## config.mk

```make
export PLATFORM = sky130hd
export DESIGN_NAME = os_match_timer
export DESIGN_NICKNAME = d
export VERILOG_FILES = /design/src/rtl/osmt_pkg.sv /design/src/rtl/osmt_counter.sv /design/src/rtl/osmt_channel.sv /design/src/rtl/osmt_watchdog.sv /design/src/rtl/os_match_timer.sv
export SDC_FILE = /design/constraint.sdc
export NUM_CORES = 1
export LEC_CHECK = 0
export BUFFER_PORTS_ARGS = -buffer_cell sky130_fd_sc_hd__buf_2
export CAP_MARGIN = 20
export CORE_ASPECT_RATIO = 0.9
export CORE_MARGIN = 5
export CORE_UTILIZATION = 60
export CTS_CLUSTER_SIZE = 28
export DETAILED_ROUTE_END_ITERATION = 6
export PLACE_DENSITY_LB_ADDON = 0.1
export SYNTH_ARGS = -nofsm -noshare
export SYNTH_HDL_FRONTEND = slang
export SYNTH_SLANG_ARGS = --single-unit
```

## constraint.sdc

```tcl
create_clock -name clk -period 8.15 [get_ports clk]
set_input_delay 1.2225 -clock clk [delete_from_list [all_inputs] [get_ports clk]]
set_output_delay 1.2225 -clock clk [all_outputs]
set_load 0.05 [all_outputs]
```

## src/rtl/osmt_pkg.sv

```systemverilog
package osmt_pkg;
   localparam int BUS_W   = 32;
   // word indices (byte offset / 4) of the shared registers
   localparam int IDX_CNT = 4;
   localparam int IDX_STS = 5;
   localparam int IDX_WDG = 6;
   localparam int IDX_IEN = 7;

   typedef struct packed {
      logic cnt;
      logic sts;
      logic wdg;
      logic ien;
   } osmt_sel_t;
endpackage

```

## src/rtl/osmt_counter.sv

```systemverilog
module osmt_counter #(
   parameter int CNT_W = 32
) (
   input  logic             clk,
   input  logic             rst_n,
   input  logic             tick_i,
   input  logic             load_i,
   input  logic [CNT_W-1:0] load_val_i,
   output logic [CNT_W-1:0] cnt_o,
   output logic [CNT_W-1:0] cnt_nxt_o,
   output logic             step_o
);
   logic [CNT_W-1:0] cnt_q;

   assign cnt_nxt_o = cnt_q + CNT_W'(1);
   assign step_o    = tick_i & ~load_i;
   assign cnt_o     = cnt_q;

   always_ff @(posedge clk or negedge rst_n) begin
      if (!rst_n)      cnt_q <= '0;
      else if (load_i) cnt_q <= load_val_i;
      else if (tick_i) cnt_q <= cnt_nxt_o;
   end


   cnt_step_chk: assert property (@(posedge clk) disable iff (!rst_n)
      tick_i && !load_i |=> (cnt_q - $past(cnt_q)) == CNT_W'(1));

   cnt_hold_chk: assert property (@(posedge clk) disable iff (!rst_n)
      !tick_i && !load_i |=> $stable(cnt_q));

   cnt_load_chk: assert property (@(posedge clk) disable iff (!rst_n)
      load_i |=> cnt_q == $past(load_val_i));
endmodule

```

## src/rtl/osmt_channel.sv

```systemverilog
module osmt_channel #(
   parameter int CNT_W = 32
) (
   input  logic             clk,
   input  logic             rst_n,
   input  logic             step_i,
   input  logic [CNT_W-1:0] cnt_nxt_i,
   input  logic             mwe_i,
   input  logic [CNT_W-1:0] mdata_i,
   input  logic             en_i,
   input  logic             clr_i,
   output logic [CNT_W-1:0] mval_o,
   output logic             hit_o,
   output logic             evt_o
);
   logic [CNT_W-1:0] mval_q;
   logic             evt_q;
   logic             set;

   assign hit_o  = step_i && (cnt_nxt_i == mval_q);
   assign set    = hit_o & en_i;
   assign mval_o = mval_q;
   assign evt_o  = evt_q;

   always_ff @(posedge clk or negedge rst_n) begin
      if (!rst_n) begin
         mval_q <= '0;
         evt_q  <= 1'b0;
      end else begin
         if (mwe_i) mval_q <= mdata_i;
         evt_q <= set | (evt_q & ~clr_i);
      end
   end


   evt_rise_chk: assert property (@(posedge clk) disable iff (!rst_n)
      $rose(evt_q) |-> $past(hit_o && en_i));

   evt_dis_chk: assert property (@(posedge clk) disable iff (!rst_n)
      !evt_q && !en_i |=> !evt_q);

   evt_clr_chk: assert property (@(posedge clk) disable iff (!rst_n)
      evt_q && clr_i && !(hit_o && en_i) |=> !evt_q);
endmodule

```

## src/rtl/osmt_watchdog.sv

```systemverilog
module osmt_watchdog (
   input  logic clk,
   input  logic rst_n,
   input  logic hit_i,
   input  logic arm_we_i,
   input  logic arm_wdata_i,
   output logic arm_o,
   output logic req_o
);
   logic arm_q, req_q;

   assign arm_o = arm_q;
   assign req_o = req_q;

   always_ff @(posedge clk or negedge rst_n) begin
      if (!rst_n) begin
         arm_q <= 1'b0;
         req_q <= 1'b0;
      end else if (hit_i && arm_q) begin
         arm_q <= 1'b0;
         req_q <= 1'b1;
      end else begin
         req_q <= 1'b0;
         if (arm_we_i) arm_q <= arm_wdata_i;
      end
   end


   req_pulse_chk: assert property (@(posedge clk) disable iff (!rst_n)
      req_q |=> !req_q);

   req_disarm_chk: assert property (@(posedge clk) disable iff (!rst_n)
      req_q |-> !arm_q && $past(arm_q));
endmodule

```

## src/rtl/os_match_timer.sv

```systemverilog
module os_match_timer
   import osmt_pkg::*;
#(
   parameter int CNT_W   = 32,
   parameter int NUM_CH  = 4,
   parameter int EN_W    = 12,
   parameter int ADDR_W  = 8,
   parameter int WDOG_CH = 3
) (
   input  logic              clk,
   input  logic              rst_n,
   input  logic              tick_en,
   input  logic              bus_wr,
   input  logic              bus_rd,
   input  logic [ADDR_W-1:0] bus_addr,
   input  logic [31:0]       bus_wdata,
   output logic [31:0]       bus_rdata,
   output logic [NUM_CH-1:0] irq_o,
   output logic              reset_req_o
);
   localparam int IDX_W = ADDR_W - 2;

   if (CNT_W < 2 || CNT_W > BUS_W) begin : g_bad_cnt
      $error("CNT_W must lie in 2..32");
   end
   if (NUM_CH < 1 || NUM_CH > 4) begin : g_bad_ch
      $error("NUM_CH must lie in 1..4");
   end
   if (EN_W < NUM_CH || EN_W > BUS_W) begin : g_bad_en
      $error("EN_W must cover every channel and fit the bus");
   end
   if (WDOG_CH < 0 || WDOG_CH >= NUM_CH) begin : g_bad_wd
      $error("WDOG_CH must name an existing channel");
   end
   if (ADDR_W < 5) begin : g_bad_addr
      $error("ADDR_W too small for the register window");
   end

   logic [IDX_W-1:0]  idx;
   logic              aligned;
   osmt_sel_t         wsel;
   logic [NUM_CH-1:0] mwe, hit_vec, evt_vec, clr_vec;
   logic [CNT_W-1:0]  mval [NUM_CH];
   logic [CNT_W-1:0]  cnt, cnt_nxt;
   logic              step;
   logic [EN_W-1:0]   ien_q;
   logic              wd_arm;

   assign idx     = bus_addr[ADDR_W-1:2];
   assign aligned = (bus_addr[1:0] == 2'b00);

   always_comb begin
      wsel.cnt = bus_wr && aligned && (idx == IDX_W'(IDX_CNT));
      wsel.sts = bus_wr && aligned && (idx == IDX_W'(IDX_STS));
      wsel.wdg = bus_wr && aligned && (idx == IDX_W'(IDX_WDG));
      wsel.ien = bus_wr && aligned && (idx == IDX_W'(IDX_IEN));
   end

   assign clr_vec = wsel.sts ? bus_wdata[NUM_CH-1:0] : '0;

   osmt_counter #(.CNT_W(CNT_W)) u_cnt (
      .clk        (clk),
      .rst_n      (rst_n),
      .tick_i     (tick_en),
      .load_i     (wsel.cnt),
      .load_val_i (bus_wdata[CNT_W-1:0]),
      .cnt_o      (cnt),
      .cnt_nxt_o  (cnt_nxt),
      .step_o     (step)
   );

   for (genvar g = 0; g < NUM_CH; g++) begin : g_ch
      assign mwe[g] = bus_wr && aligned && (idx == IDX_W'(g));
      osmt_channel #(.CNT_W(CNT_W)) u_ch (
         .clk       (clk),
         .rst_n     (rst_n),
         .step_i    (step),
         .cnt_nxt_i (cnt_nxt),
         .mwe_i     (mwe[g]),
         .mdata_i   (bus_wdata[CNT_W-1:0]),
         .en_i      (ien_q[g]),
         .clr_i     (clr_vec[g]),
         .mval_o    (mval[g]),
         .hit_o     (hit_vec[g]),
         .evt_o     (evt_vec[g])
      );
   end

   osmt_watchdog u_wd (
      .clk         (clk),
      .rst_n       (rst_n),
      .hit_i       (hit_vec[WDOG_CH]),
      .arm_we_i    (wsel.wdg),
      .arm_wdata_i (bus_wdata[0]),
      .arm_o       (wd_arm),
      .req_o       (reset_req_o)
   );

   always_ff @(posedge clk or negedge rst_n) begin
      if (!rst_n)        ien_q <= '0;
      else if (wsel.ien) ien_q <= bus_wdata[EN_W-1:0];
   end

   assign irq_o = evt_vec;

   always_comb begin
      bus_rdata = '0;
      if (bus_rd && aligned) begin
         for (int k = 0; k < NUM_CH; k++)
            if (idx == IDX_W'(k)) bus_rdata = BUS_W'(mval[k]);
         if (idx == IDX_W'(IDX_CNT)) bus_rdata = BUS_W'(cnt);
         if (idx == IDX_W'(IDX_STS)) bus_rdata = BUS_W'(evt_vec);
         if (idx == IDX_W'(IDX_WDG)) bus_rdata = BUS_W'(wd_arm);
         if (idx == IDX_W'(IDX_IEN)) bus_rdata = BUS_W'(ien_q);
      end
   end


   rd_idle_chk: assert property (@(posedge clk) disable iff (!rst_n)
      !bus_rd |-> bus_rdata == '0);

   ien_keep_chk: assert property (@(posedge clk) disable iff (!rst_n)
      !wsel.ien |=> $stable(ien_q));
endmodule

```

# Word level (Yosys, flattened, before mapping)
# Index checks and enable logic that the tools add are counted.
# Widths: inputs -> output; s select.
# word_totals
register_bits	178
input_bits	45
# op_classes
n_addsub	1
n_eq_ne	11
n_mux	15
bitwise_logic	18
reduce_logical	19
# op_table
operator	n
$mux 32	11
$eq 32x32->1	4
$add 32x1->32 const B	1
$eq 6x3->1 const B	4
$logic_and 1x1->1	15
$eq 6x2->1 const B	2
$and 1x1->1	9
$eq 6x1->1 const B	1
$logic_not 6->1	1
$not 1->1	5
$mux 4	1
$or 1x1->1	4
$reduce_bool 2->1	2
$mux 1	3
$logic_not 2->1	1

# Longest topological paths before layout
# Gate-level depths: netlist of run 1.
# depth
word_depth	10
depth_mapped	11

# By module
# From an unflattened synthesis of run 1, not the netlist that was laid out.
# hier_totals
hier_cells	1008
area_unflattened_um2	10929.2
# modules_own_cells
module	n_inst	cells_each	area_per_inst_um2	seq_area_each_um2
osmt_channel	4	127	1597.8	825.8
osmt_counter	1	302	2412.3	800.8
os_match_timer	1	193	2053.2	300.3
osmt_watchdog	1	5	72.6	50.0

# Worst setup path after synthesis of run 1
# No wires, ideal clock.
# synth_timing
path_kind	input to output
start	input bus_addr[2]
end	output bus_rdata[9]
arrival_ns	3.525
required_ns	6.928
slack_ns	3.402
path_stages	6
n_path_buf	3
cell_sequence	clkbuf_1 > buf_1 > nor3_1 > clkbuf_1 > nand2_1 > a21oi_1
# synth_between
elab_chain_cells	10
elab_cells_between_ends	17
# synth_rtl
item	line_no	rtl
start: declaration	os_match_timer.sv:15	input logic [ADDR_W-1:0] bus_addr,
$logic_not 6->1	os_match_timer.sv:110	if (idx == IDX_W'(k)) bus_rdata = BUS_W'(mval[k]);
$mux 32 (4 in series)	os_match_timer.sv:110	
$mux 32	os_match_timer.sv:111	if (idx == IDX_W'(IDX_CNT)) bus_rdata = BUS_W'(cnt);
$mux 32	os_match_timer.sv:112	if (idx == IDX_W'(IDX_STS)) bus_rdata = BUS_W'(evt_vec);
$mux 32	os_match_timer.sv:113	if (idx == IDX_W'(IDX_WDG)) bus_rdata = BUS_W'(wd_arm);
$mux 32 *	os_match_timer.sv:114	if (idx == IDX_W'(IDX_IEN)) bus_rdata = BUS_W'(ien_q);
$mux 32 *	os_match_timer.sv:108	if (bus_rd && aligned) begin
end: declaration	os_match_timer.sv:17	output logic [31:0] bus_rdata,
# Mark *: on every way between the ends. The rest lies on a longest branch, timed or not.

# Worst setup path in the final report of run 1
# layout_timing
start	input bus_addr[5]
end	output bus_rdata[25]
# The elaborated chain is that of the path after synthesis.

==> results.json, run 1 <==
{
  "routabilityCongestion": 1.03,
  "slew_viol_final": 0,
  "final_hold_viol_count": 0,
  "start_util_pct": 60.8,
  "clk_pin_slew_ps": 70,
  "dieArea_um2": 22200,
  "core_area_um2": 19100,
  "crit_fanout": 43,
  "numPortBuffers": 81,
  "die_w_um": 157,
  "cts_root_buf": "clkbuf_16",
  "wl_per_cell_um": 26.2,
  "insertedDiodeCount": 0,
  "path_class": "primary input to output pin",
  "synthTopCellsByCount": "178 x dfrtp_1, 146 x mux2_2, 102 x nor2_1",
  "min_path_type": "register to register",
  "required_ps": 6930,
  "grt_pass1_wl_um": 58200,
  "clock_skew_ps": 15.8,
  "finalSetupViolCount": 0,
  "rsz0062_at_grt": "no",
  "crit_start": "bus_addr[5]",
  "hold_ws_ps": 520,
  "drcViolationCount": 0,
  "rrSetupSlack_ps": 3580,
  "holdBufCountCts": 0,
  "p_leak_nw": 5.47,
  "synth_flop_cell": "dfrtp_1",
  "ant_nets": 0,
  "dp_hpwl_um": 26300,
  "finalCritPeriodShare_pct": 56.2,
  "max_freq_mhz": 218,
  "max_slew_margin_pct": 28.2,
  "postSynthCellCount": 1136,
  "crit_family": "simple AND/OR/NAND/NOR gates",
  "reg2reg_depth": 9,
  "synth_edf_count": 0,
  "r2r-end": "u_wd.arm_o",
  "slowest_stage": "and3b_1",
  "grt_overflow": 0,
  "areaGrowthSynthToFinish_pct": 8.87,
  "synth_cell_type_count": 74,
  "cts_tree": "yes",
  "path_depth": 7,
  "netlist_area_um2": 11600,
  "drv_cap": 0,
  "post_cts_buffers": 0,
  "crit_path_max_incr_delay_ps": 580,
  "tightestPinTransition_ps": 1080,
  "clock_latency_ps": 440,
  "worst_r2r_startpoint": "u_cnt.cnt_o[0]",
  "post_cts_resized": 0,
  "die_h_um": 142,
  "ir_drop_mv": 0.154,
  "outcome": "complete, no violations",
  "yosys_warnings": 0,
  "wl_um": 37300,
  "antenna_found_initial": 1,
  "fin_crit_ps": 4580,
  "io_pins": 82,
  "grt_usage_pct": 34.3,
  "grt_pass1_vias": 9404,
  "tns_ps": 0,
  "fill_cells": 1597,
  "clockBufferDepth": 2,
  "worst_path_most_repeated_cell": "buf_2",
  "endpoint_kind": "output pin",
  "drive_above_1_share_pct": 27.0,
  "vias_per_cell": 6.76,
  "crit_path_end": "bus_rdata[25]",
  "synth_fp_nets": 1182,
  "yosysSeqAreaShare_pct": 38.4,
  "grt_max_degree": 105,
  "critPathLaunchType": "primary input",
  "vias": 9624,
  "path_cells": "buf_2 > nor4_2 > buf_4 > and3b_1 > a222oi_1 > nor2_1 > buf_2",
  "synth_most_common_cell": "dfrtp_1",
  "cts_inserted_buffers": 17,
  "synthArstFlopShare_pct": 100,
  "drtIter0Drc": 1177,
  "synth_top_cell_by_area": "dfrtp_1",
  "arrival_ps": 3360,
  "p_per_area_nw_per_um2": 200,
  "critPathBufInv": 3,
  "yosysTopAreaCellShare_pct": 38.4,
  "synth_seq_cells": 178,
  "h-tree-depth": 4,
  "row_count": 48,
  "final_nets": 1208,
  "drt-pass1-iter-count": 5,
  "yosys-top-cells-area": "dfrtp_1 38%, mux2_2 14%, xnor2_1 7.2%, xor2_1 5.7%, mux4_2 4.5%",
  "clkSinkCount": 178,
  "syn_area_per_cell_um2": 10.2
}
power by group:
group          internal, mW  leakage, nW  total (mW)  switching [mW]
registers             0.946         2.39        1.11           0.166
logic                 0.252         2.81       0.598           0.346
clock network         0.442        0.271       0.816           0.374
cells by family (layout without fill, tap and decap cells):
family	after synthesis	in the layout	synth area share, %
and+or+nand+nor	329	329	14.7
AOI/OAI and AO/OA	179	179	10.5
DFF	178	178	38.4
xor gates and xnor gates	175	175	13.5
muxes	171	171	18.8
buffers and inverters	103	141	4.03
adders and majority gates	1	1	0.108
flip-flops by register name, indices dropped and copies added, names as in the netlist:
signal	cells
g_ch.u_ch.evt_o	4
g_ch.u_ch.mval_o	128
ien_q	12
u_cnt.cnt_o	32
u_wd.arm_o	1
u_wd.req_o	1
cell usage in the layout, fill, tap and decap left out, types with 35 or more instances in the layout:
cell,synthesis,final
a21oi_1,55,55
buf_2,14,80
dfrtp_1,178,178
mux2_2,146,146
nand2_1,64,64
nand3_1,36,35
nor2_1,102,102
xnor2_1,96,96
xor2_1,76,76
per-layer routing:
layer	share of wire (%)	up-vias	global-route usage [%]
li1	-	4195	-
met1	43	4845	50.9
met2	44	505	49.7
met3	10	77	9.27
met4	2.8	2	9.86
met5	0.035	-	0
final cells by class:
type                    count  area (µm²)  share of cell area (%)
multi-input cells         855        6710                    53.1
flip-flops and latches    178        4450                    35.2
repair buffers             97         536                    4.24
clock buffers              19         453                    3.58
well taps                 250         313                    2.48
clock inverters            12         120                   0.950
inverters                  13        48.8                   0.386
per-stage QoR:
| step | setup slack, ps | instances | cell area (µm²) | total power, mW | utilization (%) |
|---|---|---|---|---|---|
| 2_1_floorplan | 3400 | 1136 | 11600 | 1.51 | - |
| 3_3_place_gp | 3580 | 1391 | 12000 | 1.69 | 63.1 |
| 3_5_place_dp | 3540 | 1392 | 12000 | 1.70 | 63.1 |
| 4_1_cts | 3530 | 1423 | 12600 | 2.51 | 66.1 |
| 5_1_grt | 3440 | 1424 | 12600 | 2.62 | 66.2 |
| 6_report | 3570 | 1424 | 12600 | 2.53 | 66.2 |
worst min-delay path by stage:
stage	slack (ps)	depth (start not counted)	end	from
2_1_floorplan	460	1	u_wd.arm_o	u_wd.arm_o
3_3_place_gp	500	1	ien_q[11]	ien_q[11]
3_5_place_dp	510	1	ien_q[11]	ien_q[11]
4_1_cts	520	1	ien_q[11]	ien_q[11]
5_1_grt	530	1	ien_q[11]	ien_q[11]
6_report	520	1	ien_q[4]	ien_q[4]
(Power assumes the default switching activity.)
==> inputs of run 2 (changes only) <==
==> constraint.sdc (replaced) <==
create_clock -name clk -period 4.5 [get_ports clk]
set_input_delay 0.675 -clock clk [delete_from_list [all_inputs] [get_ports clk]]
set_output_delay 0.675 -clock clk [all_outputs]
set_load 0.05 [all_outputs]
==> results.json, run 2 (synthesized netlist as in run 1, its figures left out) <==
{
  "clockBufferDepth": 2,
  "routabilityCongestion": 1.06,
  "largest_reg_flops": 128,
  "max_freq_mhz": 253,
  "arrival_ps": 4330,
  "ir_drop_mv": 0.237,
  "dieArea_um2": 22200,
  "dpl_worst_slack_ps": 676,
  "row_count": 48,
  "wl_per_cell_um": 27.3,
  "endpoint_kind": "register",
  "dp_hpwl_um": 28800,
  "slew_viol_final": 0,
  "finalCritPeriodShare_pct": 87.8,
  "antenna_found_initial": 1,
  "grt_pass1_wl_um": 60300,
  "wl_um": 39400,
  "finalSetupViolCount": 0,
  "rsz0062_at_grt": "no",
  "grt_max_degree": 86,
  "outcome": "complete, no violations",
  "crit_family": "simple AND/OR/NAND/NOR gates",
  "required_ps": 4880,
  "critPathLaunchType": "register",
  "vias_per_cell": 6.84,
  "worst_path_most_repeated_cell": "xor2_1",
  "fin_cells": 1444,
  "drtIter0Drc": 1161,
  "drive_above_1_share_pct": 28.2,
  "clk_pin_slew_ps": 70,
  "drv_cap": 0,
  "core_area_um2": 19100,
  "clock_latency_ps": 440,
  "holdBufCountCts": 0,
  "final_nets": 1227,
  "path_cells": "and3_1 > nand4_4 > or4_2 > xor2_1 > xor2_1 > nand4_1 > nor4_1 > buf_4 > a32o_1",
  "drcViolationCount": 0,
  "tightestPinTransition_ps": 1250,
  "h-tree-depth": 4,
  "clock_skew_ps": 10.5,
  "grt_overflow": 0,
  "path_class": "register to register",
  "critPathBufInv": 1,
  "final_hold_viol_count": 0,
  "post_cts_buffers": 0,
  "tns_ps": 0,
  "layout_common_cells": "178 x dfrtp_1, 146 x mux2_2, 102 x nor2_1, 96 x xnor2_1, 80 x buf_2",
  "clkSinkCount": 178,
  "post_cts_resized": 0,
  "p_per_area_nw_per_um2": 367,
  "max_slew_margin_pct": 16.1,
  "die_w_um": 157,
  "hold_ws_ps": 311,
  "drt-pass1-iter-count": 6,
  "io_pins": 82,
  "cts_inserted_buffers": 17,
  "numPortBuffers": 81,
  "die_h_um": 142,
  "cts_root_buf": "clkbuf_16",
  "cts_tree": "yes",
  "min_path_type": "primary input to asynchronous set/reset pin",
  "slowest_stage": "or4_2",
  "setup_ws_ps": 549,
  "crit_path_max_incr_delay_ps": 820,
  "areaGrowthSynthToFinish_pct": 10.6,
  "p_leak_nw": 5.60,
  "dp_cells": 1412,
  "start_util_pct": 60.8,
  "grt_usage_pct": 36.0,
  "final_common_cell": "dfrtp_1",
  "fin_crit_ps": 3950,
  "vias": 9878,
  "ant_nets": 0,
  "grt_pass1_vias": 9577,
  "crit_fanout": 10
}
-- run 2: per-layer routing --
layer	track usage (%)	wire (µm)	vias to the layer above
met3	9.18	4430	85
met5	0	0	-
met4	11.1	1250	0
met2	52.0	16900	623
li1	-	-	4221
met1	53.5	16900	4949
-- run 2: final cells by class --
| class | count | area [µm²] |
|---|---|---|
| Multi-Input combinational cell | 855 | 6710 |
| Fill cell | 1515 | 6270 |
| Clock inverter | 12 | 171 |
| Antenna cell | 1 | 2.50 |
| Inverter | 13 | 48.8 |
| Clock buffer | 19 | 443 |
| Tap cell | 250 | 313 |
| Timing Repair Buffer | 116 | 687 |
| Sequential cell | 178 | 4450 |
-- run 2: stage by stage --
step	cell area [µm²]	utilization [%]	total power, mW
2_1_floorplan	11600	-	2.73
3_3_place_gp	12200	64.0	3.10
3_5_place_dp	12200	64.0	3.10
4_1_cts	12800	67.2	4.69
5_1_grt	12800	67.2	4.90
6_report	12800	67.2	4.71
-- run 2: worst reg2reg max path, delay by kind of cell, from the launching register on --
family                 cells  cell delay (ps)
buffers and inverters      1              240
AND/OR/NAND/NOR            5             2190
XOR/XNOR                   2              690
flip-flops                 1              620
AO/OA/AOI/OAI              1              150
-- run 2: path summary, 6_finish.rpt --
path                           startpoint                      end  slack, ps  cells past startpoint
max in group asynchronous           rst_n           u_cnt.cnt_o[2]       3290                      2
min                                 rst_n  g_ch[1].u_ch.mval_o[26]        310                      1
min in group clk                ien_q[11]                ien_q[11]        510                      1
min reg2reg                     ien_q[11]                ien_q[11]        510                      1
max                        u_cnt.cnt_o[6]       g_ch[3].u_ch.evt_o        550                      9
max reg2reg                u_cnt.cnt_o[6]       g_ch[3].u_ch.evt_o        550                      9
-- run 2: where the power goes --
part | switching (mW) | total [mW] | leakage, nW | internal, mW
clock network | 0.687 | 1.59 | 0.294 | 0.901
registers | 0.225 | 1.94 | 2.39 | 1.71
logic | 0.701 | 1.18 | 2.91 | 0.483
total | 1.61 | 4.71 | 5.60 | 3.10
==> inputs of run 3 (changes only) <==
--- a/config.mk
+++ b/config.mk
@@ -9,7 +9,7 @@
 export CAP_MARGIN = 20
 export CORE_ASPECT_RATIO = 0.9
 export CORE_MARGIN = 5
-export CORE_UTILIZATION = 60
+export CORE_UTILIZATION = 62
 export CTS_CLUSTER_SIZE = 28
 export DETAILED_ROUTE_END_ITERATION = 6
 export PLACE_DENSITY_LB_ADDON = 0.1
==> results.json, run 3 (synthesized netlist as in run 1, its figures left out) <==
{
  "outcome": "complete, no violations",
  "p_comb_share_pct": 25.0,
  "ant_nets": 0,
  "switching_share_pct": 35.5,
  "clock_skew_ps": 15.0,
  "max_freq_mhz": 247,
  "grt_pass1_vias": 9545,
  "clkSinkCount": 178,
  "insertedDiodeCount": 0,
  "vias": 9797,
  "dp_cells": 1401,
  "numPortBuffers": 81,
  "clk_pin_slew_ps": 70,
  "finalCritPeriodShare_pct": 90.1,
  "rsz0062_at_grt": "no",
  "layout_common_cells": "178 x dfrtp_1, 146 x mux2_2, 102 x nor2_1, 96 x xnor2_1, 80 x buf_2",
  "largest_reg_flops": 128,
  "start_util_pct": 63.1,
  "fin_cells": 1434,
  "grt_max_degree": 82,
  "row_count": 47,
  "slew_viol_final": 0,
  "fill_cells": 1418,
  "r2r-end": "g_ch[3].u_ch.evt_o",
  "final_common_cell": "dfrtp_1",
  "h-tree-depth": 4,
  "die_w_um": 154,
  "crit_fanout": 8,
  "fin_crit_ps": 4050,
  "wl_um": 38800,
  "critPathLaunchType": "register",
  "vias_per_cell": 6.83,
  "p_per_area_nw_per_um2": 364,
  "antenna_found_initial": 2,
  "gr-usage-met3_pct": 10.3,
  "max_slew_margin_pct": 38.2,
  "drive_above_1_share_pct": 28.0,
  "grt_use_met1_pct": 51.9,
  "final_nets": 1222,
  "grt_busiest_layer": "met2",
  "die_h_um": 140,
  "worst_r2r_startpoint": "u_cnt.cnt_o[1]",
  "dieArea_um2": 21600,
  "rrSetupSlack_ps": 450,
  "reg2reg_depth": 9,
  "drv_cap": 0,
  "drcViolationCount": 0,
  "use_met2_pct": 53.0,
  "finalSetupViolCount": 0,
  "clock_latency_ps": 440,
  "routabilityCongestion": 1.02,
  "grt_pass1_wl_um": 59300,
  "min_path_type": "primary input to asynchronous set/reset pin",
  "grt_overflow": 0,
  "cts_inserted_buffers": 17,
  "tns_ps": 0,
  "tightestPinTransition_ps": 919,
  "wl_per_cell_um": 27.0,
  "dp_hpwl_um": 28400,
  "drt-pass1-iter-count": 7,
  "multi_input_area_um2": 6710,
  "register_area_um2": 4450,
  "required_ps": 4860,
  "core_area_um2": 18400,
  "areaGrowthSynthToFinish_pct": 10.2,
  "p_int_mw": 3.00,
  "holdBufCountCts": 0,
  "cts_root_buf": "clkbuf_16",
  "grt_usage_pct": 35.9,
  "arrival_ps": 4420,
  "post_cts_buffers": 0,
  "post_cts_resized": 0,
  "drtIter0Drc": 1125,
  "pwr-share-clk_pct": 32.9,
  "power_frac_seq_pct": 42.1,
  "path_class": "register to register",
  "cts_tree": "yes",
  "io_pins": 82,
  "endpoint_kind": "register",
  "final_hold_viol_count": 0,
  "p_sw_mw": 1.65,
  "p_leak_nw": 5.58,
  "clockBufferDepth": 2,
  "ir_drop_mv": 0.304
}
[run 3: worst max-delay path by stage]
stage | from | endpoint | slack (ps)
floorplan | bus_addr[2] | bus_rdata[9] | 850
global placement | u_cnt.cnt_o[1] | g_ch[3].u_ch.evt_o | 720
detailed placement | u_cnt.cnt_o[1] | u_wd.arm_o | 590
CTS | u_cnt.cnt_o[1] | u_wd.arm_o | 560
global route | u_cnt.cnt_o[1] | g_ch[3].u_ch.evt_o | 330
finish | u_cnt.cnt_o[1] | g_ch[3].u_ch.evt_o | 450
[run 3: final cells by class]
cell class                 count  share of cell area [%]
multi-input combinational    855                    52.5
sequential                   178                    34.8
timing repair buffer         111                    5.23
clock buffer                  18                    3.43
tap                          245                    2.40
clock inverter                14                    1.23
inverter                      13                   0.382
[run 3: layer usage]
metal	vias to the layer above	wire (µm)
li1	4221	-
met1	4914	16200
met2	585	17200
met3	73	4500
met4	4	899
met5	-	27
[run 3: power by group through the flow]
stage | registers (mW) | logic, mW | clock network [mW]
2_1_floorplan | 1.82 | 0.910 | 0
3_3_place_gp | 1.97 | 1.12 | 0
3_5_place_dp | 1.98 | 1.12 | 0
4_1_cts | 1.95 | 1.14 | 1.54
5_1_grt | 1.98 | 1.24 | 1.61
6_report | 1.96 | 1.16 | 1.53
[run 3: stage by stage]
step           util (%)  instance area, µm²  setup WS, ps  power, mW  hold slack [ps]
5_1_grt            69.5               12800           335       4.83              332
3_5_place_dp       66.2               12200           591       3.10              499
2_1_floorplan         -               11600           847       2.73              379
4_1_cts            69.4               12800           564       4.63              302
6_report           69.5               12800           445       4.65              275
3_3_place_gp       66.2               12200           719       3.09              492
[run 3: worst max-delay path: stages (launching register included)]
cell       delay [ps]
dfrtp_1           490
ha_1              340
nand4_1           360
nor2_1            520
nor3_1            100
a2111oi_0         550
nand4b_1          150
or4_1             540
nor4_1            670
a32o_1            270
